<file path="config.mk">
export PLATFORM = sky130hd
export DESIGN_NAME = pcm2_frame_tx
export DESIGN_NICKNAME = d
export VERILOG_FILES = /design/src/rtl/pcm2_frame_tx.sv
export SDC_FILE = /design/constraint.sdc
export NUM_CORES = 1
export LEC_CHECK = 0
export BUFFER_PORTS_ARGS = -buffer_cell sky130_fd_sc_hd__buf_2
export CAP_MARGIN = 20
export CORE_MARGIN = 2
export CORE_UTILIZATION = 57
export CTS_CLUSTER_SIZE = 24
export DETAILED_ROUTE_END_ITERATION = 7
export GPL_TIMING_DRIVEN = 0
export MAX_ROUTING_LAYER = met4
export PLACE_DENSITY = 0.84
export SLEW_MARGIN = 0
export SYNTH_ARGS = -nofsm -noshare
export SYNTH_HDL_FRONTEND = slang
export SYNTH_SLANG_ARGS = --single-unit
</file>
<file path="constraint.sdc">
create_clock -name clk -period 4.7 [get_ports clk]
set_input_delay 0.705 -clock clk [delete_from_list [all_inputs] [get_ports clk]]
set_output_delay 0.705 -clock clk [all_outputs]
set_load 0.005 [all_outputs]
</file>
<file path="src/rtl/pcm2_frame_tx.sv">
module pcm2_frame_tx #(
  parameter int SAMPLE_W = 8,
  parameter int CTRL_W   = 3
) (
  input  logic                clk,
  input  logic                rst_n,
  input  logic                pdn,
  input  logic                xsync,
  input  logic [SAMPLE_W-1:0] pcm1,
  input  logic [SAMPLE_W-1:0] pcm2,
  input  logic                pwr1,
  input  logic                pwr2,
  input  logic [CTRL_W-1:0]   ctl1,
  input  logic [CTRL_W-1:0]   ctl2,
  output logic                dout_d,
  output logic                dout_oe
);
  localparam int SLOT_W = SAMPLE_W + 1 + CTRL_W;
  localparam int WORD_W = 2 * SLOT_W;
  localparam int CNT_W  = $clog2(WORD_W + 1);

  logic              sync_q;
  logic [WORD_W-1:0] shreg;
  logic [CNT_W-1:0]  left;
  logic              start, active;
  logic [SLOT_W-1:0] slot1, slot2;

  assign start  = pdn && xsync && !sync_q;
  assign active = (left != '0);
  assign slot1  = {pwr1 ? pcm1 : {SAMPLE_W{1'b1}}, pwr1, ctl1};
  assign slot2  = {pwr2 ? pcm2 : {SAMPLE_W{1'b1}}, pwr2, ctl2};

  always_ff @(posedge clk or negedge rst_n) begin
    if (!rst_n) sync_q <= 1'b0;
    else        sync_q <= xsync;
  end

  always_ff @(posedge clk or negedge rst_n) begin
    if (!rst_n) begin
      shreg <= '1;
      left  <= '0;
    end else if (!pdn) begin
      shreg <= '1;
      left  <= '0;
    end else if (start) begin
      shreg <= {slot1, slot2};
      left  <= CNT_W'(WORD_W);
    end else if (active) begin
      shreg <= {shreg[WORD_W-2:0], 1'b1};
      left  <= left - 1'b1;
    end
  end

  assign dout_d  = active ? shreg[WORD_W-1] : 1'b1;
  assign dout_oe = pdn && active && !shreg[WORD_W-1];

  a_r6_pdn_releases: assert property (@(posedge clk) disable iff (!rst_n)
    !pdn |-> !dout_oe);

  a_r7_pull_only_low: assert property (@(posedge clk) disable iff (!rst_n)
    dout_oe |-> !dout_d);

  a_r5_idle_msb: assert property (@(posedge clk) disable iff (!rst_n)
    (start && !pwr1) |=> (dout_d && !dout_oe));

  a_r2_first_bit: assert property (@(posedge clk) disable iff (!rst_n)
    (start && pwr1) |=> (dout_d == $past(pcm1[SAMPLE_W-1])));

  a_r4_tail_release: assert property (@(posedge clk) disable iff (!rst_n)
    (left == CNT_W'(1) && !start) |=> (!dout_oe && dout_d));
endmodule

</file>
# --- Yosys cells after proc, flatten, opt, wreduce, memory -nomap -nowiden ---
# Index checks and enable logic that the tools add are counted.
word_totals:
  ff_bits: 30
  inputBits: 28
  out_inout_bits: 2
  elab_cells: 21
classes:
  n_addsub: 1
  n_eq_ne: 1
  muxes: 9
  reduce_logical: 7
op_table:
  columns: ["op", "n"]
  rows:
  - ["two-way mux 24 bit", 3]
  - ["two-way mux 8 bit", 2]
  - ["two-way mux 5 bit", 3]
  - ["nonzero test 5 bit", 1]
  - ["subtractor 5 x 1 -> 5 bit, second input constant", 1]
  - ["logical AND 1 bit", 4]
  - ["inequality test 3 x 1 -> 1 bit, second input constant", 1]
  - ["zero test 1 bit", 2]
  - ["two-way mux 1 bit", 1]

# --- Depth between registers and ports, before layout ---
depth:
  word_depth: 4
  depth_mapped: 7
  mapped_depth_nobuf: 5

# --- Worst setup path before layout ---
# OpenSTA, ideal clock, no wires.
synth_path:
  kind: "input port to output port"
  from: "in pdn"
  to: "out dout_oe"
  arrival_ps: 1642
  t_required_ps: 3995
  setup_slack_ps: 2353
  path_stages: 5
  n_path_buf: 3
  cell_sequence: "clkbuf_1 > inv_1 > clkbuf_1 > clkbuf_1 > nor2_1"
synth_via:
  elab_chain_cells: 2
synth_lines:
  columns: ["element", "line_no", "source"]
  rows:
  - ["start: declaration", "7", "input logic pdn,"]
  - ["logical AND 1 bit (2 in a row)", "55", "assign dout_oe = pdn && active && !shreg[WORD_W-1];"]
  - ["end: declaration", "16", "output logic dout_oe"]
# Every way passes these cells.

# --- Final worst setup path ---
layout_path:
  from: "reg left[0]"
  to: "out dout_oe"
layout_via:
  elab_chain_cells: 3
layout_lines:
  columns: ["element", "line_no", "source"]
  rows:
  - ["start: declaration", "24", "logic [CNT_W-1:0] left;"]
  - ["start signal: assignment", "47", "left <= CNT_W'(WORD_W);"]
  - ["start signal: assignment", "50", "left <= left - 1'b1;"]
  - ["nonzero test 5 bit", "29", "assign active = (left != '0);"]
  - ["logical AND 1 bit (2 in a row)", "55", null]
# Every way passes these cells.

==> flow_summary.toml <==
[synthesis]
synth_common_cells = "29 x nor2_1, 24 x dfstp_2, 17 x a211oi_1"
yosysSeqAreaShare = 0.5266
yosysWarnings = 0
synth_seq_cells = 30
synth_mux_area_frac = 0.04726
synth_xor_xnor_area_share = 0.01181
synth_fa_ha_area_frac = 0.008439
synthFlopType = "dfstp_2"
synth_edf_count = 0
synth_top_family_by_area = "compound AO/OA/AOI/OAI gates"
ys_types = 25
async_flop_share = 1.000
synth.cell_area_sq_um = 1483
synthSimpleGateAreaFrac = 0.1477
yosysTopAreaCell = "dfstp_2"
synth-compound-area-share = 0.2143
yosysMostFrequentCell = "nor2_1"
yosysTopAreaCellShare = 0.4253
syn_avg_cell_area_sq_um = 10.52
netlist_instances = 141
synth_area_leaders = "dfstp_2 43%, dfrtp_1 10%, o2bb2ai_1 9.5%, a211oi_1 8.6%, nor2_1 7.3%"
syn_nets = 170

[clocking]
htreeDepth = 2
clk_latency_ns = 0.33
path_clk_slew_ns = 0.08
cts_hold_buffers = 0
cts.sinks = 30
cts_resized = 0
cts_setup_buffers = 0
clockBufferDepth = 2
cts_tree = "yes"
cts_inserted_buffers = 5
clock-root-buffer = "clkbuf_4"

[worst_hold_path]
hp-class = "in2async"

[global_route]
grt_pass1_wl_um = 4816
grt_pass1_vias = 1090
grtUsageTotal = 0.2370
grt_antenna_before_repair = 0
overflow = 0
grt_max_degree = 31

[routing]
vias = 1170
drt_iter0_drc = 8
antenna_left = 0
drc = 0
avgRoutedWirePerCell_um = 14.28
drt_wl_total_um = 2941
drt_first_pass_iters = 4
viasPerCell = 5.680

[power]
pwr_density_cell_nw_per_um2 = 531.7
leakagePower_uw = 0.0007190
irDropWorstVdd_v = 0.0003250

[sta]
fin_skew_ns = 0.005337
finalHoldViolCount = 0
worstMarginPinSlew_ns = 0.6328
setup_viol = 0
period_share = 0.5969
rsz0062_at_grt = "no"
relSlewSlack = 0.5782
timing.setup.tns_ns = 0
drv_slew = 0
fin_crit_ns = 2.805
max_freq_mhz = 356.5

[placed_design]
dpl.hpwl_um = 2151
place_area_sq_um = 1660
io_buffers = 28
place_congestion = 0.7692

[worst_setup_path]
reg2regPathDepth = 7
crit_fanout = 10
arrival_ns = 2.10
required_ns = 3.99
worst_setup_path_end_kind = "output port"
crit_type = "reg2out"
startpoint_type = "register"

[job]
cap_violations = 0

[floorplan]
fp-row-count = 18
die_w_um = 55
die_y_um = 55
core_sq_um = 2477
start_util = 0.5985
die_area_sq_um = 3025
ios = 30

[layout]
design_area_sq_um = 1705
area_growth_pct = 15.02
drive_gt1_frac = 0.3580
nNetsFinal = 205
antenna_cells = 0
fillers = 208

[status]
outcome = "completed"
## layout make-up
class / instances / area, sq um / area share
Multi-Input combinational cell: 97 / 636.9 / 0.3734
Buffer: 11 / 53.80 / 0.03155
Tap cell: 30 / 37.54 / 0.02201
Clock buffer: 7 / 45.04 / 0.02641
Inverter: 3 / 11.26 / 0.006603
Sequential cell: 30 / 780.7 / 0.4578
Timing Repair Buffer: 28 / 140.1 / 0.08217
## flip-flops by register name (all words and copies together), names as in the netlist
name and flops:
sync_q 1, left 5, shreg 24
## through the flow
| step | setup slack (ns) | total power [uW] | instances | utilization | hold slack [ns] |
|---|---|---|---|---|---|
| finish | 1.895 | 906.7 | 206 | 0.6884 | 0.3876 |
| detailed placement | 1.992 | 773.7 | 199 | 0.6702 | 0.4744 |
| global route | 1.776 | 972.7 | 206 | 0.6884 | 0.4237 |
| CTS | 1.883 | 916.7 | 206 | 0.6884 | 0.4001 |
| global placement | 2.021 | 754.6 | 199 | 0.6702 | 0.4719 |
| floorplan | 2.353 | 687.0 | 141 | - | 0.4094 |
## routing by layer
| metal | global-route usage | vias up | part of all wire |
|---|---|---|---|
| met5 | - | - | 0 |
| met2 | 0.3591 | 29 | 0.47 |
| met1 | 0.3066 | 551 | 0.47 |
| met3 | 0.05645 | 5 | 0.048 |
| met4 | 0.09756 | 0 | 0.017 |
| li1 | - | 585 | - |
## kinds of logic (layout without fill, tap and decap cells)
family	after synthesis	after routing
mux	7	7
xor+xnor	2	2
flops	30	30
buf+inv	14	49
simple gates	44	44
fa+ha+maj	1	1
compound gates	43	43
## power breakdown
part	internal, uW	switching (uW)	total [uW]
Sequential	384	52.8	437
Clock	56.3	82.8	139
Combinational	153	177	330
Total	594	313	907
## worst paths after layout
kind / startpoint / endpoint / slack [ns]
hold / removal: rst_n / left[0] / 0.39
max in group asynchronous: rst_n / sync_q / 3.90
setup / recovery: left[0] / dout_oe / 1.89
min in group clk: shreg[8] / shreg[8] / 0.49
setup reg to reg: left[0] / shreg[5] / 2.73
hold reg to reg: shreg[8] / shreg[8] / 0.49
## critical path, cell delays in order (launching register included)
cell,delay (ns)
dfrtp_1,0.41
inv_1,0.07
ha_1,0.19
or4b_1,0.43
buf_2,0.16
buf_2,0.21
nand2b_1,0.13
nor2_1,0.05
buf_2,0.14
## cell usage in the layout, fill, tap and decap left out
master	netlist	final
a211oi_1	17	17
a21oi_1	8	8
and3b_1	1	1
buf_2	4	32
buf_6	1	1
clkbuf_1	6	8
clkbuf_4	0	5
dfrtp_1	6	6
dfstp_2	24	24
ha_1	1	1
inv_1	3	3
mux2i_1	7	7
nand2_1	3	3
nand2b_1	2	2
nand3b_1	2	2
nand4b_1	2	2
nor2_1	29	29
nor3_1	1	1
nor3_4	1	1
nor3b_1	1	1
nor4_1	1	1
o21ai_0	1	1
o21ai_1	1	1
o2bb2ai_1	16	16
or4b_1	1	1
xnor2_1	2	2
Power figures use the tool's default switching activity.
